## config.mk

```make
export PLATFORM = sky130hd
export DESIGN_NAME = spi_autodet_target
export DESIGN_NICKNAME = d
export VERILOG_FILES = /design/src/rtl/spi_autodet_pkg.sv /design/src/rtl/spi_sync_chain.sv /design/src/rtl/spi_edge_tracker.sv /design/src/rtl/spi_rx_path.sv /design/src/rtl/spi_tx_path.sv /design/src/rtl/spi_autodet_target.sv
export SDC_FILE = /design/constraint.sdc
export NUM_CORES = 1
export LEC_CHECK = 0
export BUFFER_PORTS_ARGS = -buffer_cell sky130_fd_sc_hd__buf_2
export CORE_UTILIZATION = 56
export DETAILED_ROUTE_END_ITERATION = 7
export PLACE_DENSITY = 0.8
export SLEW_MARGIN = 20
export SYNTH_ARGS = -nofsm -noshare
export SYNTH_HDL_FRONTEND = slang
export SYNTH_SLANG_ARGS = --single-unit
```

## constraint.sdc

```tcl
create_clock -name clk -period 2 [get_ports clk]
set_clock_uncertainty 0.15 [all_clocks]
set_input_delay 0.2 -clock clk [delete_from_list [all_inputs] [get_ports clk]]
set_output_delay 0.2 -clock clk [all_outputs]
set_load 0.01 [all_outputs]
```

## src/rtl/spi_autodet_pkg.sv

```systemverilog
package spi_autodet_pkg;

  typedef enum logic {
    IDLE_LOW  = 1'b0,
    IDLE_HIGH = 1'b1
  } idle_lvl_e;

  function automatic logic is_rise(input logic prev, input logic cur);
    return cur & ~prev;
  endfunction

  function automatic logic is_fall(input logic prev, input logic cur);
    return prev & ~cur;
  endfunction

endpackage

```

## src/rtl/spi_sync_chain.sv

```systemverilog
module spi_sync_chain #(
  parameter int  STAGES    = 2,
  parameter logic RESET_VAL = 1'b0
) (
  input  logic clk,
  input  logic rst_n,
  input  logic d,
  output logic q
);
  logic [STAGES-1:0] chain;

  generate
    for (genvar i = 0; i < STAGES; i++) begin : g_stage
      if (i == 0) begin : g_first
        always_ff @(posedge clk or negedge rst_n)
          if (!rst_n) chain[0] <= RESET_VAL;
          else        chain[0] <= d;
      end else begin : g_rest
        always_ff @(posedge clk or negedge rst_n)
          if (!rst_n) chain[i] <= RESET_VAL;
          else        chain[i] <= chain[i-1];
      end
    end
  endgenerate

  assign q = chain[STAGES-1];
endmodule

```

## src/rtl/spi_edge_tracker.sv

```systemverilog
module spi_edge_tracker
  import spi_autodet_pkg::*;
(
  input  logic      clk,
  input  logic      rst_n,
  input  logic      cs_n_s,
  input  logic      sck_s,
  output logic      active,
  output logic      sel_start,
  output logic      sel_low,
  output logic      cap_edge,
  output logic      drv_edge,
  output idle_lvl_e mode,
  output logic      armed
);
  logic cs_q, sck_q;
  logic rise_raw, fall_raw;

  always_ff @(posedge clk or negedge rst_n)
    if (!rst_n) begin
      cs_q  <= 1'b1;
      sck_q <= 1'b0;
    end else begin
      cs_q  <= cs_n_s;
      sck_q <= sck_s;
    end

  assign active    = ~cs_n_s;
  assign sel_start = is_fall(cs_q, cs_n_s);
  assign sel_low   = sel_start & ~sck_s;
  assign rise_raw  = is_rise(sck_q, sck_s);
  assign fall_raw  = is_fall(sck_q, sck_s);

  // mode latched at selection, cleared on deselect
  always_ff @(posedge clk or negedge rst_n)
    if (!rst_n)          mode <= IDLE_LOW;
    else if (!active)    mode <= IDLE_LOW;
    else if (sel_start)  mode <= sck_s ? IDLE_HIGH : IDLE_LOW;

  // capture is armed at once in mode 0, after the first fall in mode 3
  always_ff @(posedge clk or negedge rst_n)
    if (!rst_n)              armed <= 1'b0;
    else if (!active)        armed <= 1'b0;
    else if (sel_start)      armed <= ~sck_s;
    else if (fall_raw || mode == IDLE_LOW) armed <= 1'b1;

  assign cap_edge = active & ~sel_start & armed & rise_raw;
  assign drv_edge = active & ~sel_start & fall_raw;
endmodule

```

## src/rtl/spi_rx_path.sv

```systemverilog
module spi_rx_path #(
  parameter int DATA_W = 8,
  localparam int CW = (DATA_W > 1) ? $clog2(DATA_W) : 1
) (
  input  logic              clk,
  input  logic              rst_n,
  input  logic              active,
  input  logic              cap_edge,
  input  logic              si_s,
  output logic [DATA_W-1:0] rx_data,
  output logic              rx_valid,
  output logic              cnt_zero
);
  localparam logic [CW-1:0] LAST = CW'(DATA_W - 1);

  logic [DATA_W-1:0] sh;
  logic [CW-1:0]     cnt;

  function automatic logic [DATA_W-1:0] shift_in(input logic [DATA_W-1:0] v, input logic b);
    return {v[DATA_W-2:0], b};
  endfunction

  function automatic logic [CW-1:0] next_cnt(input logic [CW-1:0] c);
    return (c == LAST) ? '0 : c + 1'b1;
  endfunction

  always_ff @(posedge clk or negedge rst_n)
    if (!rst_n) begin
      sh       <= '0;
      cnt      <= '0;
      rx_data  <= '0;
      rx_valid <= 1'b0;
    end else begin
      rx_valid <= 1'b0;
      if (!active) begin
        cnt <= '0;
      end else if (cap_edge) begin
        sh  <= shift_in(sh, si_s);
        cnt <= next_cnt(cnt);
        if (cnt == LAST) begin
          rx_data  <= shift_in(sh, si_s);
          rx_valid <= 1'b1;
        end
      end
    end

  assign cnt_zero = (cnt == '0);
endmodule

```

## src/rtl/spi_tx_path.sv

```systemverilog
module spi_tx_path #(
  parameter int DATA_W = 8
) (
  input  logic              clk,
  input  logic              rst_n,
  input  logic              active,
  input  logic              sel_low,
  input  logic              drv_edge,
  input  logic              cnt_zero,
  input  logic [DATA_W-1:0] tx_data,
  input  logic              tx_load,
  output logic              tx_ready,
  output logic              load_evt,
  output logic              so,
  output logic              so_oe
);
  logic [DATA_W-1:0] hold, tx_sh;
  logic              full, live;
  logic              shift_evt, accept;

  function automatic logic [DATA_W-1:0] shift_out(input logic [DATA_W-1:0] v);
    return {v[DATA_W-2:0], 1'b1};
  endfunction

  assign load_evt  = sel_low | (drv_edge & cnt_zero);
  assign shift_evt = drv_edge & ~cnt_zero;
  assign tx_ready  = ~full;
  assign accept    = tx_load & ~full;

  always_ff @(posedge clk or negedge rst_n)
    if (!rst_n) begin
      hold <= '0;
      full <= 1'b0;
    end else begin
      if (accept) begin
        hold <= tx_data;
        full <= 1'b1;
      end else if (load_evt) begin
        full <= 1'b0;
      end
    end

  always_ff @(posedge clk or negedge rst_n)
    if (!rst_n) begin
      tx_sh <= '1;
      live  <= 1'b0;
    end else if (!active) begin
      live  <= 1'b0;
    end else if (load_evt) begin
      tx_sh <= full ? hold : '1;
      live  <= 1'b1;
    end else if (shift_evt) begin
      tx_sh <= shift_out(tx_sh);
    end

  assign so_oe = live & active;
  assign so    = so_oe & tx_sh[DATA_W-1];
endmodule

```

## src/rtl/spi_autodet_target.sv

```systemverilog
module spi_autodet_target
  import spi_autodet_pkg::*;
#(
  parameter int DATA_W      = 8,
  parameter int SYNC_STAGES = 2
) (
  input  logic              clk,
  input  logic              rst_n,
  input  logic              cs_n,
  input  logic              sck,
  input  logic              si,
  output logic              so,
  output logic              so_oe,
  output logic [DATA_W-1:0] rx_data,
  output logic              rx_valid,
  input  logic [DATA_W-1:0] tx_data,
  input  logic              tx_load,
  output logic              tx_ready
);
  logic      cs_n_s, sck_s, si_s;
  logic      active, sel_start, sel_low, cap_edge, drv_edge, armed;
  logic      cnt_zero, load_evt;
  idle_lvl_e mode;

  spi_sync_chain #(.STAGES(SYNC_STAGES), .RESET_VAL(1'b1)) u_sync_cs (
    .clk(clk), .rst_n(rst_n), .d(cs_n), .q(cs_n_s));
  spi_sync_chain #(.STAGES(SYNC_STAGES), .RESET_VAL(1'b0)) u_sync_sck (
    .clk(clk), .rst_n(rst_n), .d(sck), .q(sck_s));
  spi_sync_chain #(.STAGES(SYNC_STAGES), .RESET_VAL(1'b0)) u_sync_si (
    .clk(clk), .rst_n(rst_n), .d(si), .q(si_s));

  spi_edge_tracker u_edges (
    .clk(clk), .rst_n(rst_n), .cs_n_s(cs_n_s), .sck_s(sck_s),
    .active(active), .sel_start(sel_start), .sel_low(sel_low),
    .cap_edge(cap_edge), .drv_edge(drv_edge), .mode(mode), .armed(armed));

  spi_rx_path #(.DATA_W(DATA_W)) u_rx (
    .clk(clk), .rst_n(rst_n), .active(active), .cap_edge(cap_edge),
    .si_s(si_s), .rx_data(rx_data), .rx_valid(rx_valid), .cnt_zero(cnt_zero));

  spi_tx_path #(.DATA_W(DATA_W)) u_tx (
    .clk(clk), .rst_n(rst_n), .active(active), .sel_low(sel_low),
    .drv_edge(drv_edge), .cnt_zero(cnt_zero), .tx_data(tx_data),
    .tx_load(tx_load), .tx_ready(tx_ready), .load_evt(load_evt),
    .so(so), .so_oe(so_oe));
endmodule

```

==> results.rst <==
.. list-table::
   :header-rows: 1

   * - Metric
     - Value
   * - Count of port buffers added during placement
     - 25
   * - Number of remaining DRC errors
     - 0
   * - Total instance count after detailed placement
     - roughly 210
   * - Gr ovfl total
     - 0
   * - CTS clock-pin slew for the worst setup and hold paths
     - between 0.1 and 0.15 ns
   * - Total Nets Final
     - slightly above 200
   * - Worst R2R Start
     - u_rx.cnt[0]
   * - Final hold violations
     - 0
   * - Buffer type at the clock tree root
     - sky130_fd_sc_hd__clkbuf_4
   * - Clock sink total
     - 47
   * - Max-slew violations
     - 0
   * - Final clock period utilization by the worst path
     - around 95%
   * - Slew at the pin with the worst max-slew slack
     - between 0.5 and 0.6 ns
   * - Die area
     - approximately 3700 µm²
   * - Post-synthesis net count
     - 162
   * - Average detailed-routed wire length per instance
     - 15.9 µm
   * - Required time worst endpoint
     - 2.11 ns
   * - Hold path cells
     - 3
   * - Critical Path Source Type
     - flop
   * - Wire length reported by the detailed router
     - 3730 µm
   * - Via count of the first global-routing pass
     - ~1.3k
   * - Global-route wire length before repair
     - approximately 5800 µm
   * - Share of layout cells above drive strength 1
     - around two fifths
   * - Mean instance size in the synthesized netlist
     - roughly 13 µm²
   * - Outcome
     - finished, final reports clean
   * - Row cnt
     - 20
   * - H-Tree Depth
     - 2
   * - # resized after CTS
     - 0
   * - Number of buffers on the longest clock path
     - 2
   * - Largest driver fanout on the critical path
     - 9
   * - Post-layout instance count excluding filler cells
     - around 230
   * - Cell count after synthesis
     - ~150
   * - Path type of the worst min-delay path
     - in2reg
   * - GP Congestion
     - around 0.79
   * - Fraction of synthesized cell area taken by the top area cell type
     - around 47%
   * - Pin count of the biggest net entering global routing
     - 26
   * - Die boundary width
     - roughly 60 µm
   * - Worst r2r dst
     - u_rx.rx_data[3]
   * - I/O pins
     - 26
   * - Max_slew headroom
     - between 60% and 70%
   * - Hold endpoint
     - u_tx.full
   * - Height of the die
     - roughly 60 µm
   * - Number of distinct library cells after synthesis
     - 25
   * - Number of violations reported at the end of detailed-routing iteration 0
     - 56
   * - Power density over the cells
     - around 900 nW/µm²
   * - Synth-to-layout area growth
     - 20.3%
   * - Starting density of the core
     - around 61%
   * - Number of CTS-inserted buffers
     - 5
   * - First-pass iteration count of the detailed router
     - 4
   * - Post-DR vias/cell
     - about 5.4
   * - Startpoint of the tightest hold check path
     - tx_load
   * - Unrepaired setup endpoints after global routing
     - no
   * - R2r setup slk
     - between 0.1 and 0.15 ns
   * - VDD IR max
     - between 0.0005 and 0.0006 V
   * - Depth of the worst register-to-register path
     - 6
   * - Cell taking the most area after synthesis
     - sky130_fd_sc_hd__dfrtp_1
   * - Final HPWL DP
     - roughly 2600 µm
   * - Clk_lat worst skew
     - roughly 0.36 ns
   * - TritonCTS clock tree
     - yes
   * - Std-Cell Core Area
     - roughly 3200 µm²
   * - Seq cells post-synth
     - 47
   * - Leakage
     - 1.11 nW
   * - Synthesized cell area
     - roughly 1900 µm²
   * - Antenna Diode Count
     - 0
   * - Overall fraction of global-route tracks in use
     - 22.9%
   * - Post-synthesis sequential area ratio
     - slightly above 60%
   * - Max Freq
     - 0.527 GHz
   * - Critical path arrival
     - roughly 2.0 ns
   * - Maxcap violations
     - 0
   * - Total of warnings raised by yosys
     - 0
   * - Worst Path Class, Setup
     - reg2reg
   * - Aggregate negative setup slack
     - 0 ns
   * - Vias after detailed routing
     - between 1k and 1.5k
   * - Remaining antenna violation count after routing
     - 0
   * - Initial antenna violation count
     - 0
   * - Top cells by area, synth
     - sky130_fd_sc_hd__dfrtp_1, sky130_fd_sc_hd__mux2_2, sky130_fd_sc_hd__dfstp_2
   * - Setup violations, final
     - 0
   * - Critical path capture point type
     - flop
   * - Post-layout minimum cycle time
     - 1.90 ns
## state kept, by name (all words and copies together) (netlist names), 3 cells and up
register	flops
u_rx.rx_data	8
u_tx.hold	8
u_tx.tx_sh	8
u_rx.sh	7
u_rx.cnt	3
## final cells by class
type | count | area, µm²
repair buffers | 42 | 308
flip-flops and latches | 47 | 1190
clock buffers | 7 | 45.0
inverters | 7 | 26.3
fillers | 218 | 830
well taps | 44 | 55.1
clock inverters | 1 | 7.51
multi-input cells | 86 | 692
## where the power goes
group	internal [mW]	switching [mW]
clock network	0.139	0.286
registers	1.16	0.113
logic	0.214	0.175
## layout by cell type (no fill, tap or decap), types with 2 or more instances in the layout
cell | netlist | routed
sky130_fd_sc_hd__nand4b_1 | 3 | 3
sky130_fd_sc_hd__dfstp_2 | 11 | 11
sky130_fd_sc_hd__dfrtp_1 | 36 | 36
sky130_fd_sc_hd__buf_2 | 4 | 25
sky130_fd_sc_hd__o221ai_1 | 4 | 4
sky130_fd_sc_hd__buf_12 | 0 | 2
sky130_fd_sc_hd__clkbuf_1 | 1 | 2
sky130_fd_sc_hd__o21ai_0 | 9 | 9
sky130_fd_sc_hd__nor2b_1 | 8 | 8
sky130_fd_sc_hd__ha_1 | 3 | 3
sky130_fd_sc_hd__inv_1 | 7 | 7
sky130_fd_sc_hd__nand2b_1 | 2 | 2
sky130_fd_sc_hd__nor2_1 | 15 | 15
sky130_fd_sc_hd__clkbuf_4 | 0 | 5
sky130_fd_sc_hd__buf_4 | 0 | 3
sky130_fd_sc_hd__mux2_2 | 26 | 26
sky130_fd_sc_hd__dlygate4sd3_1 | 0 | 12
sky130_fd_sc_hd__a211oi_1 | 3 | 3
sky130_fd_sc_hd__a22o_1 | 3 | 3
## metal layers
layer  global-route usage [%]  vias up  routed length, µm
li1                         -      595                  -
met1                     27.0      643               1570
met2                     39.1       21               1990
met3                     7.25        4                116
met4                     9.09        0                 53
met5                        0        -                  0
## cells by family after synthesis
family	share of synthesized area, %
buffers and inverters	2.59
AOI/OAI and AO/OA	8.74
and+or+nand+nor	9.46
DFF	61.6
muxes	15.7
adders and majority gates	1.94
## how the worst max path moves through the flow
stage / startpoint / end / slack [ns]
global route: u_rx.cnt[0] / u_rx.rx_data[3] / 0.05
global placement: u_rx.cnt[0] / u_rx.rx_data[2] / 0.19
floorplan: u_rx.cnt[0] / u_rx.rx_data[0] / 0.29
detailed placement: u_rx.cnt[0] / u_rx.rx_data[3] / 0.09
finish: u_rx.cnt[0] / u_rx.rx_data[3] / 0.10
CTS: u_rx.cnt[0] / u_rx.rx_data[3] / 0.08
## worst max-delay path: stages (launching register included)
cell and delay, ns:
sky130_fd_sc_hd__dfrtp_1 0.42, sky130_fd_sc_hd__ha_1 0.16, sky130_fd_sc_hd__ha_1 0.16, sky130_fd_sc_hd__nand4b_1 0.17, sky130_fd_sc_hd__nor3_4 0.25, sky130_fd_sc_hd__buf_12 0.15
sky130_fd_sc_hd__mux2_2 0.34
## synth_stat cells
master and number:
sky130_fd_sc_hd__a21o_1 1, sky130_fd_sc_hd__clkbuf_1 1, sky130_fd_sc_hd__mux2i_1 1, sky130_fd_sc_hd__nand4b_1 3, sky130_fd_sc_hd__inv_1 7, sky130_fd_sc_hd__nor2_1 15, sky130_fd_sc_hd__and3b_1 1, sky130_fd_sc_hd__buf_2 4
sky130_fd_sc_hd__o22a_1 1, sky130_fd_sc_hd__dfrtp_1 36, sky130_fd_sc_hd__a211oi_1 3, sky130_fd_sc_hd__o221ai_1 4, sky130_fd_sc_hd__dfstp_2 11, sky130_fd_sc_hd__ha_1 3, sky130_fd_sc_hd__and2_1 1, sky130_fd_sc_hd__mux2_2 26
sky130_fd_sc_hd__nand2b_1 2, sky130_fd_sc_hd__a22o_1 3, sky130_fd_sc_hd__a21oi_1 1, sky130_fd_sc_hd__o21ai_0 9, sky130_fd_sc_hd__o41a_1 1, sky130_fd_sc_hd__o21bai_1 1, sky130_fd_sc_hd__nor3_4 1, sky130_fd_sc_hd__or2_2 1
sky130_fd_sc_hd__nor2b_1 8
## through the flow
step	total power, mW	instance area [µm²]	hold slack (ns)	util [%]	setup slack (ns)
6_report	2.09	2320	0.150	73.7	0.101
5_1_grt	2.20	2320	0.134	73.7	0.0457
4_1_cts	2.10	2300	0.143	73.1	0.0788
3_5_place_dp	1.66	2130	0.0572	67.6	0.0852
3_3_place_gp	1.62	2130	0.0425	67.6	0.191
2_1_floorplan	1.52	1930	-0.246	-	0.289
## what timing repair did
action / 4_1_cts / 5_1_grt
endpoints found under the hold margin: 30 / 0
endpoints found under the setup margin: 0 / 2
setup buffers: 0 / 1
hold buffers: 12 / 0
No activity file was read; power rests on OpenSTA's default activity.
